`config.mk`:
```
export PLATFORM = sky130hd
export DESIGN_NAME = rpf_core
export DESIGN_NICKNAME = d
export VERILOG_FILES = /design/src/rtl/rpf_pkg.sv /design/src/rtl/rpf_pair_alu.sv /design/src/rtl/rpf_stack_seq.sv /design/src/rtl/rpf_core.sv
export SDC_FILE = /design/constraint.sdc
export NUM_CORES = 1
export LEC_CHECK = 0
export ABC_AREA = 1
export BUFFER_PORTS_ARGS = -buffer_cell sky130_fd_sc_hd__buf_2
export CORE_ASPECT_RATIO = 1.5
export CORE_MARGIN = 2
export CORE_UTILIZATION = 59
export CTS_BUF_LIST = sky130_fd_sc_hd__clkbuf_4 sky130_fd_sc_hd__clkbuf_8 sky130_fd_sc_hd__clkbuf_16
export CTS_CLUSTER_DIAMETER = 100
export DETAILED_ROUTE_END_ITERATION = 7
export PLACE_DENSITY_LB_ADDON = 0.12
export SETUP_SLACK_MARGIN = 0.05
export SLEW_MARGIN = 20
export SYNTH_ARGS = -nofsm -noshare
export SYNTH_HDL_FRONTEND = slang
export SYNTH_SLANG_ARGS = --single-unit
```
`constraint.sdc`:
```
create_clock -name clk -period 3.8 [get_ports clk]
set_input_delay 0.19 -clock clk [delete_from_list [all_inputs] [get_ports clk]]
set_output_delay 0.19 -clock clk [all_outputs]
set_load 0.01 [all_outputs]
```
`src/rtl/rpf_pkg.sv`:
```
package rpf_pkg;

    localparam int unsigned BYTE_W    = 8;
    localparam int unsigned WORD_W    = 2 * BYTE_W;
    localparam int unsigned NPAIR     = 4;
    localparam int unsigned CARRY_BIT = 0;
    localparam int unsigned RST_SHIFT = 3;
    localparam int unsigned RST_IDX_W = 3;
    localparam int unsigned STEP_W    = 2;

    typedef logic [BYTE_W-1:0] byte_t;
    typedef logic [WORD_W-1:0] word_t;

    typedef enum logic [3:0] {
        OP_NOP   = 4'd0,
        OP_LDI   = 4'd1,
        OP_INC   = 4'd2,
        OP_DEC   = 4'd3,
        OP_ADDHL = 4'd4,
        OP_XCHG  = 4'd5,
        OP_SPHL  = 4'd6,
        OP_PCHL  = 4'd7,
        OP_PUSH  = 4'd8,
        OP_POP   = 4'd9,
        OP_CALL  = 4'd10,
        OP_RET   = 4'd11,
        OP_RST   = 4'd12,
        OP_XTOP  = 4'd13
    } op_e;

    typedef enum logic [1:0] {
        PR_BC = 2'd0,
        PR_DE = 2'd1,
        PR_HL = 2'd2,
        PR_X  = 2'd3
    } pair_e;

    typedef enum logic [2:0] {
        DST_NONE,
        DST_LO,
        DST_HI,
        DST_PC_LO,
        DST_PC_HI
    } dst_e;

    typedef enum logic [1:0] {
        SP_HOLD,
        SP_INC,
        SP_DEC
    } spmv_e;

    typedef struct packed {
        dst_e  dst;
        pair_e pair;
        byte_t data;
        spmv_e spmv;
        logic  pc_ld;
        word_t pc_val;
    } wb_t;

    function automatic byte_t hi_of(word_t w);
        return w[WORD_W-1:BYTE_W];
    endfunction

    function automatic byte_t lo_of(word_t w);
        return w[BYTE_W-1:0];
    endfunction

    function automatic logic is_multi(op_e op);
        return op inside {OP_PUSH, OP_POP, OP_CALL, OP_RET, OP_RST, OP_XTOP};
    endfunction

endpackage

```
`src/rtl/rpf_pair_alu.sv`:
```
module rpf_pair_alu
    import rpf_pkg::*;
(
    input  op_e   op_i,
    input  word_t a_i,
    input  word_t hl_i,
    output word_t res_o,
    output logic  carry_o
);

    logic [WORD_W:0] sum;

    always_comb begin
        sum     = {1'b0, hl_i} + {1'b0, a_i};
        carry_o = sum[WORD_W];
        case (op_i)
            OP_INC:   res_o = a_i + word_t'(1);
            OP_DEC:   res_o = a_i - word_t'(1);
            OP_ADDHL: res_o = sum[WORD_W-1:0];
            default:  res_o = a_i;
        endcase
    end

endmodule

```
`src/rtl/rpf_stack_seq.sv`:
```
module rpf_stack_seq
    import rpf_pkg::*;
(
    input  logic  clk,
    input  logic  rst,
    input  logic  start_i,
    input  op_e   op_i,
    input  pair_e pair_i,
    input  word_t push_i,
    input  word_t pc_i,
    input  word_t hl_i,
    input  word_t sp_i,
    input  word_t tgt_i,
    input  logic  mem_ack_i,
    input  byte_t mem_rdata_i,
    output logic  busy_o,
    output logic  mem_req_o,
    output logic  mem_we_o,
    output word_t mem_addr_o,
    output byte_t mem_wdata_o,
    output logic  wb_fire_o,
    output wb_t   wb_o
);

    typedef enum logic {SQ_IDLE, SQ_RUN} sq_e;

    sq_e               st_q;
    logic [STEP_W-1:0] step_q;
    op_e               op_q;
    pair_e             pair_q;
    word_t             val_q;
    word_t             tgt_q;
    byte_t             tmp_q;

    logic push_kind, pop_kind, last;

    assign push_kind = op_q inside {OP_PUSH, OP_CALL, OP_RST};
    assign pop_kind  = op_q inside {OP_POP, OP_RET};
    assign busy_o    = (st_q == SQ_RUN);
    assign mem_req_o = (st_q == SQ_RUN);
    assign wb_fire_o = (st_q == SQ_RUN) && mem_ack_i;

    always_comb begin
        mem_we_o    = 1'b0;
        mem_addr_o  = sp_i;
        mem_wdata_o = '0;
        last        = 1'b0;
        wb_o        = '{dst: DST_NONE, pair: pair_q, data: mem_rdata_i,
                        spmv: SP_HOLD, pc_ld: 1'b0, pc_val: tgt_q};
        if (push_kind) begin
            // pre-decrement: every byte lands one below the current SP
            mem_addr_o  = sp_i - word_t'(1);
            mem_we_o    = 1'b1;
            mem_wdata_o = step_q[0] ? lo_of(val_q) : hi_of(val_q);
            last        = (step_q == STEP_W'(1));
            wb_o.spmv   = SP_DEC;
            wb_o.pc_ld  = last && (op_q != OP_PUSH);
        end else if (pop_kind) begin
            // post-increment: read at SP, then move up
            mem_addr_o = sp_i;
            last       = (step_q == STEP_W'(1));
            wb_o.spmv  = SP_INC;
            if (op_q == OP_RET)
                wb_o.dst = step_q[0] ? DST_PC_HI : DST_PC_LO;
            else
                wb_o.dst = step_q[0] ? DST_HI : DST_LO;
        end else begin
            // exchange with top of stack: read, write, read, write
            mem_addr_o  = step_q[1] ? sp_i + word_t'(1) : sp_i;
            mem_we_o    = step_q[0];
            mem_wdata_o = step_q[1] ? hi_of(val_q) : lo_of(val_q);
            last        = (step_q == STEP_W'(3));
            wb_o.pair   = PR_HL;
            wb_o.data   = tmp_q;
            if (step_q[0])
                wb_o.dst = step_q[1] ? DST_HI : DST_LO;
        end
    end

    always_ff @(posedge clk) begin
        if (rst) begin
            st_q   <= SQ_IDLE;
            step_q <= '0;
            op_q   <= OP_NOP;
            pair_q <= PR_BC;
            val_q  <= '0;
            tgt_q  <= '0;
            tmp_q  <= '0;
        end else if (st_q == SQ_IDLE) begin
            if (start_i) begin
                st_q   <= SQ_RUN;
                step_q <= '0;
                op_q   <= op_i;
                pair_q <= pair_i;
                if (op_i == OP_CALL || op_i == OP_RST)
                    val_q <= pc_i;
                else if (op_i == OP_XTOP)
                    val_q <= hl_i;
                else
                    val_q <= push_i;
                if (op_i == OP_RST)
                    tgt_q <= word_t'(tgt_i[RST_IDX_W-1:0]) << RST_SHIFT;
                else
                    tgt_q <= tgt_i;
            end
        end else if (mem_ack_i) begin
            if (!mem_we_o)
                tmp_q <= mem_rdata_i;
            step_q <= step_q + STEP_W'(1);
            if (last)
                st_q <= SQ_IDLE;
        end
    end

    a_r13_req_hold: assert property (@(posedge clk) disable iff (rst)
        (mem_req_o && !mem_ack_i) |=> (mem_req_o && $stable(mem_addr_o)
                                       && $stable(mem_we_o) && $stable(mem_wdata_o)));

    a_r7_push_sp_dec: assert property (@(posedge clk) disable iff (rst)
        (wb_fire_o && mem_we_o && push_kind) |=> (sp_i == word_t'($past(sp_i) - word_t'(1))));

    a_r8_pop_sp_inc: assert property (@(posedge clk) disable iff (rst)
        (wb_fire_o && pop_kind) |=> (sp_i == word_t'($past(sp_i) + word_t'(1))));

    a_r11_xtop_sp_kept: assert property (@(posedge clk) disable iff (rst)
        (busy_o && op_q == OP_XTOP) |=> $stable(sp_i));

endmodule

```
`src/rtl/rpf_core.sv`:
```
module rpf_core
    import rpf_pkg::*;
(
    input  logic                clk,
    input  logic                rst,
    input  logic                cmd_valid,
    input  logic [3:0]          cmd_op,
    input  logic [1:0]          cmd_pair,
    input  logic [WORD_W-1:0]   cmd_imm,
    output logic                busy,
    output logic                mem_req,
    output logic                mem_we,
    output logic [WORD_W-1:0]   mem_addr,
    output logic [BYTE_W-1:0]   mem_wdata,
    input  logic                mem_ack,
    input  logic [BYTE_W-1:0]   mem_rdata,
    output logic [WORD_W-1:0]   bc_out,
    output logic [WORD_W-1:0]   de_out,
    output logic [WORD_W-1:0]   hl_out,
    output logic [WORD_W-1:0]   af_out,
    output logic [WORD_W-1:0]   sp_out,
    output logic [WORD_W-1:0]   pc_out
);

    op_e   op;
    pair_e pair;
    word_t pr_q [NPAIR];
    word_t sp_q, pc_q;
    word_t alu_a, alu_res;
    logic  alu_c;
    logic  accept, start, wb_fire;
    wb_t   wb;

    assign op     = op_e'(cmd_op);
    assign pair   = pair_e'(cmd_pair);
    assign accept = cmd_valid && !busy;
    assign start  = accept && is_multi(op);
    assign alu_a  = (pair == PR_X) ? sp_q : pr_q[pair];

    rpf_pair_alu u_alu (
        .op_i    (op),
        .a_i     (alu_a),
        .hl_i    (pr_q[PR_HL]),
        .res_o   (alu_res),
        .carry_o (alu_c)
    );

    rpf_stack_seq u_seq (
        .clk         (clk),
        .rst         (rst),
        .start_i     (start),
        .op_i        (op),
        .pair_i      (pair),
        .push_i      (pr_q[pair]),
        .pc_i        (pc_q),
        .hl_i        (pr_q[PR_HL]),
        .sp_i        (sp_q),
        .tgt_i       (cmd_imm),
        .mem_ack_i   (mem_ack),
        .mem_rdata_i (mem_rdata),
        .busy_o      (busy),
        .mem_req_o   (mem_req),
        .mem_we_o    (mem_we),
        .mem_addr_o  (mem_addr),
        .mem_wdata_o (mem_wdata),
        .wb_fire_o   (wb_fire),
        .wb_o        (wb)
    );

    always_ff @(posedge clk) begin
        if (rst) begin
            for (int i = 0; i < NPAIR; i++)
                pr_q[i] <= '0;
            sp_q <= '0;
            pc_q <= '0;
        end else if (wb_fire) begin
            case (wb.dst)
                DST_LO:    pr_q[wb.pair][BYTE_W-1:0]      <= wb.data;
                DST_HI:    pr_q[wb.pair][WORD_W-1:BYTE_W] <= wb.data;
                DST_PC_LO: pc_q[BYTE_W-1:0]               <= wb.data;
                DST_PC_HI: pc_q[WORD_W-1:BYTE_W]          <= wb.data;
                default:   ;
            endcase
            case (wb.spmv)
                SP_INC:  sp_q <= sp_q + word_t'(1);
                SP_DEC:  sp_q <= sp_q - word_t'(1);
                default: ;
            endcase
            if (wb.pc_ld)
                pc_q <= wb.pc_val;
        end else if (accept) begin
            case (op)
                OP_LDI: begin
                    if (pair == PR_X) sp_q <= cmd_imm;
                    else              pr_q[pair] <= cmd_imm;
                end
                OP_INC, OP_DEC: begin
                    if (pair == PR_X) sp_q <= alu_res;
                    else              pr_q[pair] <= alu_res;
                end
                OP_ADDHL: begin
                    pr_q[PR_HL]            <= alu_res;
                    pr_q[PR_X][CARRY_BIT]  <= alu_c;
                end
                OP_XCHG: begin
                    pr_q[PR_DE] <= pr_q[PR_HL];
                    pr_q[PR_HL] <= pr_q[PR_DE];
                end
                OP_SPHL: sp_q <= pr_q[PR_HL];
                OP_PCHL: pc_q <= pr_q[PR_HL];
                default: ;
            endcase
        end
    end

    assign bc_out = pr_q[PR_BC];
    assign de_out = pr_q[PR_DE];
    assign hl_out = pr_q[PR_HL];
    assign af_out = pr_q[PR_X];
    assign sp_out = sp_q;
    assign pc_out = pc_q;

    a_r1_reset_clears: assert property (@(posedge clk)
        rst |=> (pc_q == '0 && sp_q == '0 && !busy && !mem_req));

    a_r12_busy_freeze: assert property (@(posedge clk) disable iff (rst)
        (busy && !mem_ack) |=> ($stable(bc_out) && $stable(de_out) && $stable(hl_out)
                                && $stable(af_out) && $stable(sp_out) && $stable(pc_out)));

    a_r3_no_flag_change: assert property (@(posedge clk) disable iff (rst)
        (accept && op inside {OP_INC, OP_DEC, OP_LDI, OP_XCHG, OP_SPHL, OP_PCHL})
        |=> $stable(af_out));

    a_r4_only_carry: assert property (@(posedge clk) disable iff (rst)
        (accept && op == OP_ADDHL) |=> (af_out[WORD_W-1:1] == $past(af_out[WORD_W-1:1])));

endmodule

```
# Word-level counts from Yosys, hierarchy flattened
# Memories as Yosys holds them, arrays and structs flattened.
# Cells that the tools add are included.
[totals]
word_cells = 168
reg_bits = 81
n_memories = 1
output_inout_bits = 123
inputBits = 34
ram_bits = 64
[mem_list]
columns = ["name", "depth", "width", "rd", "rd_clocked_by_memory_dff", "wr", "line", "rtl"]
rows = [
  ["pr_q", 4, 16, 5, 0, 4, "rpf_core.sv:27", "word_t pr_q [NPAIR];"],
]
[op_classes]
n_mux = 88
addsub = 6
n_reduce_logical = 22
n_bitwise = 7
eq_ne = 34
[op_table]
columns = ["operator", "n"]
rows = [
  ["two-way mux 16 bit", 21],
  ["one-hot mux 16 bit (3 select lines)", 2],
  ["two-way mux 8 bit", 6],
  ["== test 4 bit, second input constant", 11],
  ["two-way mux 1 bit", 42],
  ["adder 16 x 1 -> 16 bit, second input constant", 2],
  ["one-hot mux 16 bit (2 select lines)", 1],
  ["OR reduction 16 bit", 2],
  ["subtractor 16 x 1 -> 16 bit, second input constant", 2],
  ["two-way mux 2 bit", 10],
  ["adder 16 x 16 -> 17 bit", 1],
  ["== test 4 x 3 -> 1 bit, second input constant", 4],
  ["two-way mux 13 bit", 1],
  ["two-way mux 3 bit", 4],
  ["two-way mux 10 bit", 1],
  ["inequality test 3 bit, second input constant", 3],
  ["AND reduction 3 bit", 3],
  ["== test 4 x 2 -> 1 bit, second input constant", 2],
  ["nonzero test 2 bit", 4],
  ["== test 2 bit, second input constant", 3],
  ["== test 3 x 2 -> 1 bit, second input constant", 2],
  ["inequality test 3 x 2 -> 1 bit, second input constant", 2],
  ["nonzero test 6 bit", 1],
  ["bitwise OR 1 bit", 5],
  ["16 further kinds", 22],
]

# Logic depth before layout (Yosys ltp)
[depth]
depth_word = 12
ltp_mapped = 24
ltp_nobuf = 24

# Modules after synthesis
# Synthesis repeated with hierarchy kept, for this count alone.
[unflattened]
hier_cells = 2000
hier_area_um2 = 12513.3
[by_module_without_submodules]
columns = ["mod", "cells_each", "seq_area_each_um2", "area_per_inst_um2", "instances"]
rows = [
  ["rpf_core", 993, 2562.5, 6845.3, 1],
  ["rpf_stack_seq", 580, 980.9, 3530.9, 1],
  ["rpf_pair_alu", 427, 0.0, 2137.0, 1],
]

# Worst setup path after synthesis
# OpenSTA, ideal clock, no wires.
[synth_timing]
kind = "reg-to-reg"
start = "memory pr_q[2][1] (netlist name)"
end = "memory pr_q[1][8] (netlist name), data pin"
n_path_buf = 0
setup_time_ps = 256
arrival_ps = 2746
required_time_ps = 3544
path_slack_ps = 798
synth_period_minus_slack_ps = 3002
path_stages_with_launch = 18
path_cell_list = "edfxtp_1 -> inv_1 -> o21ai_0 -> nand2_1 -> o21ai_0 -> inv_1 -> fa_1 -> nor3_1 -> nor2_1 -> or2_2 -> nand2_1 -> nand2_1 -> nand3_1 -> nand3_1 -> o21ai_1 -> nand2_1 -> nand2_1 -> o21ai_1"
[synth_rtl]
columns = ["element", "line"]
rows = [
  ["from (decl)", "rpf_core.sv:27"],
]

==> key figures <==
GRT
  • Initial antenna violation count: 0
  • Total GRT Usage: 0.4800
  • Maximum number of pins on one net before global-route repair: 51
  • First-pass GRT wire length: 70,510 um
  • Grt ovf: 0
  • Vias in the first global route: 12,300

STA
  • Final TNS setup: 0 ns
  • Slew headroom: 0.3270
  • Worst-Margin Slew: 1.007 ns
  • Slew Viols, Final: 0
  • Final worst-path cycle share: 0.9739
  • Fin. Hold Viols: 0
  • Tmin final: 3.701 ns
  • Setup repair after global routing missed its margin: true
  • Worst Clk Skew: 0.01523 ns
  • Setup violations, final: 0
  • Max Freq: 270.2 MHz

Setup path
  • Startpoint types: flop
  • Arr. time, crit path: 3.87 ns
  • Worst Path Max Fanout: 4
  • Kind of cell adding the most delay to the critical path: simple AND/OR/NAND/NOR gates
  • Worst path max stage delay: 0.40 ns
  • Critical Path Sink Type: flop
  • Worst path bufs/invs: 4
  • Setup CP Type: flop to flop
  • Critical-path cell list: inv_1, o21ai_0, a21oi_1, buf_4, o21ai_0, buf_4, ha_1, inv_1, o21bai_1, a21oi_1, nand3_1, nand2_1, nand4_1, nand3_1, nand3_1, o21ai_0, nand2_1, nand2_1, nor2_1
  • CP Data Required Time: 3.97 ns
  • Worst path slowest cell: edfxtp_1

Synthesis
  • Post-synth top area share: 0.1771
  • Cell taking the most area after synthesis: edfxtp_1
  • Post-synth top flop: dfxtp_1
  • Register bit total from synthesis: 145
  • Cell Area, Synth: 10,850 um^2
  • Register area share after synthesis: 0.3265
  • EDFF count, synth: 64
  • Syn nets: 1,725
  • Ys async rst share: 0
  • Yosys Warn Count: 0
  • Synth area leaders: edfxtp_1, dfxtp_1, nand2_1
  • Library cells used by synthesis: 49
  • Post-Syn Area per Cell: 6.562 um^2
  • Cells after Synth: 1,654

CTS
  • Sink Count: 145
  • CTS Root Cell: clkbuf_16
  • TritonCTS buffer count: 17
  • H-Tree Level Count: 4
  • Clk Latency, worst-skew pair: 0.44 ns
  • Worst-path clk slew: 0.07 ns
  • Max Buffers Root-to-Sink: 2
  • CTS tree: built

Die
  • Initial Util: 0.6024
  • Placement row count: 60
  • Die Width: 114.7 um
  • Die area: 19,520 um^2
  • Core box area: 18,020 um^2
  • # IOs: 157
  • Die H: 170.1 um

Drt
  • Residual DRC count: 0
  • Vias: 13,660
  • DRT Pass-1 Iters: 7
  • Final antenna-violating net count: 0
  • Vias per cell: 6.515
  • DR iter-0 viols: 2,047
  • Drt wl/cell: 22.63 um
  • Overall routed net length: 47,460 um

Placed design
  • Final GP Congestion: 1.155
  • HPWL Detailed: 36,040 um
  • Number of port buffers: 156

Outcome
  • Status: finished, final reports clean

Hold path
  • Hold WC Path Type: input pin to flop

Power and ir drop
  • Total Power Consumption: 4.832 mW
  • VDD IR-drop max: 0.0002765 V
  • P_leak: 6.140 nW
  • Power density over the cells: 369.7 nW/um^2

Finish
  • Layout cells sized above 1: 0.1915
  • Inserted Diodes: 0
  • Layout area overhead: 20.44%
  • Final layout net count: 1,938

Flow run
  • Maxcap violations: 0
-- worst register-to-register path, stage by stage (launching register included) --
cell and delay [ns]:
edfxtp_1 0.40, inv_1 0.13, o21ai_0 0.14, a21oi_1 0.28
buf_4 0.21, o21ai_0 0.07, buf_4 0.17, ha_1 0.34
inv_1 0.09, o21bai_1 0.07, a21oi_1 0.12, nand3_1 0.19
nand2_1 0.14, nand4_1 0.09, nand3_1 0.18, nand3_1 0.19
o21ai_0 0.26, nand2_1 0.18, nand2_1 0.13, nor2_1 0.06
-- repair_timing --
action / in CTS / in global routing
setup buffers: 0 / 0
hold buffers: 0 / 0
gates resized for setup: 0 / 3
endpoints found under the setup margin: 0 / 11
-- cell families after synthesis --
kind of cell               Yosys count  share of synthesized area
buffers and inverters              249                    0.08866
muxes                                8                   0.007379
DFF                                145                     0.3265
xor gates and xnor gates             9                   0.007263
and+or+nand+nor                    747                     0.2901
adders and majority gates           37                    0.04404
AOI/OAI and AO/OA                  459                     0.2361
-- cell type report --
class | instances | area, um^2
Sequential cell | 145 | 3543
Tap cell | 217 | 271.5
Clock buffer | 18 | 439.2
Fill cell | 1449 | 4946
Multi-Input combinational cell | 1260 | 6355
Clock inverter | 14 | 140.1
Timing Repair Buffer | 273 | 1684
Inverter | 170 | 638.1
-- stage by stage --
stage / cells / worst slack [ns] / hold slack [ns] / util / area, um^2
after floorplan: 1654 / 0.7980 / 0.3505 / - / 10850
after global placement: 2065 / 0.1363 / 0.4297 / 0.6929 / 12480
after detailed placement: 2065 / 0.01001 / 0.4386 / 0.6929 / 12480
after CTS: 2097 / 0.1976 / 0.04800 / 0.7251 / 13060
after global routing: 2097 / 0.03349 / 0.05633 / 0.7255 / 13070
final: 2097 / 0.09936 / 0.04341 / 0.7255 / 13070
-- final timing paths --
check | startpoint | endpoint | slack [ns] | depth (start not counted)
setup / recovery | pr_q[1][9] | pr_q[3][14] | 0.1 | 19
hold / removal | mem_rdata[6] | u_seq.tmp_q[6] | 0.04 | 3
setup reg to reg | pr_q[1][9] | pr_q[3][14] | 0.1 | 19
hold reg to reg | u_seq.tmp_q[5] | u_seq.tmp_q[5] | 0.45 | 2
-- layer usage --
layer | up-vias | global-route usage | wire length (um)
li1 | 6055 | - | -
met1 | 6117 | 0.5619 | 16260
met2 | 1159 | 0.7613 | 20890
met3 | 331 | 0.1061 | 5453
met4 | 0 | 0.3625 | 4857
met5 | - | 0 | 0
-- cells in the final DEF (no fill, tap or decap), drive strengths merged --
cell type and instances:
nand2 410, buf 273, o21ai 193, inv 175, nor2 167, a21oi 159
nand3 124, dfxtp 81, edfxtp 64, ha 35, o22ai 26, a211oi 20
o211ai 18, clkbuf 18, a31oi 17, or2 14, nor3 14, nand4 13
o2111ai 9, mux2i 8, xor2 8, clkinv 7, a21o 5, nand3b 4
a221oi 3, o21bai 3, o21a 2, fa 2, clkinvlp 2, xnor2 1
nor4 1, a31o 1, a22oi 1, o31ai 1, a32o 1
-- registers in the layout (all words and copies together), names as in the netlist --
| name | cells |
|---|---|
| sp_out | 16 |
| u_seq.pair_q | 2 |
| pc_out | 16 |
| u_seq.busy_o | 1 |
| pr_q | 64 |
| u_seq.step_q | 2 |
| u_seq.val_q | 16 |
| u_seq.tgt_q | 16 |
| u_seq.tmp_q | 8 |
| u_seq.op_q | 4 |
-- report_power, final --
group          internal [mW]  total (mW)  switching [mW]
clock                  0.890        1.68           0.786
combinational          0.455        1.36           0.905
sequential              1.71        1.80          0.0867
total                   3.05        4.83            1.78
-- synth_stat cells, types with 5 or more instances --
| library cell | n |
|---|---|
| o22ai_1 | 25 |
| o2111ai_1 | 9 |
| clkbuf_1 | 60 |
| edfxtp_1 | 64 |
| inv_2 | 17 |
| o21ai_0 | 178 |
| nor2_1 | 156 |
| a31oi_1 | 16 |
| xor2_1 | 8 |
| nand2_1 | 409 |
| a21oi_1 | 157 |
| dfxtp_1 | 81 |
| nor2_4 | 6 |
| o21ai_1 | 15 |
| nor2_2 | 5 |
| a21o_1 | 5 |
| nor3_1 | 11 |
| a211oi_1 | 20 |
| inv_1 | 149 |
| o211ai_1 | 18 |
| nand3_1 | 123 |
| buf_2 | 13 |
| ha_1 | 35 |
| mux2i_1 | 8 |
| or2_2 | 13 |
| nand4_1 | 13 |
Note: power is estimated with default switching activity, not from simulation.
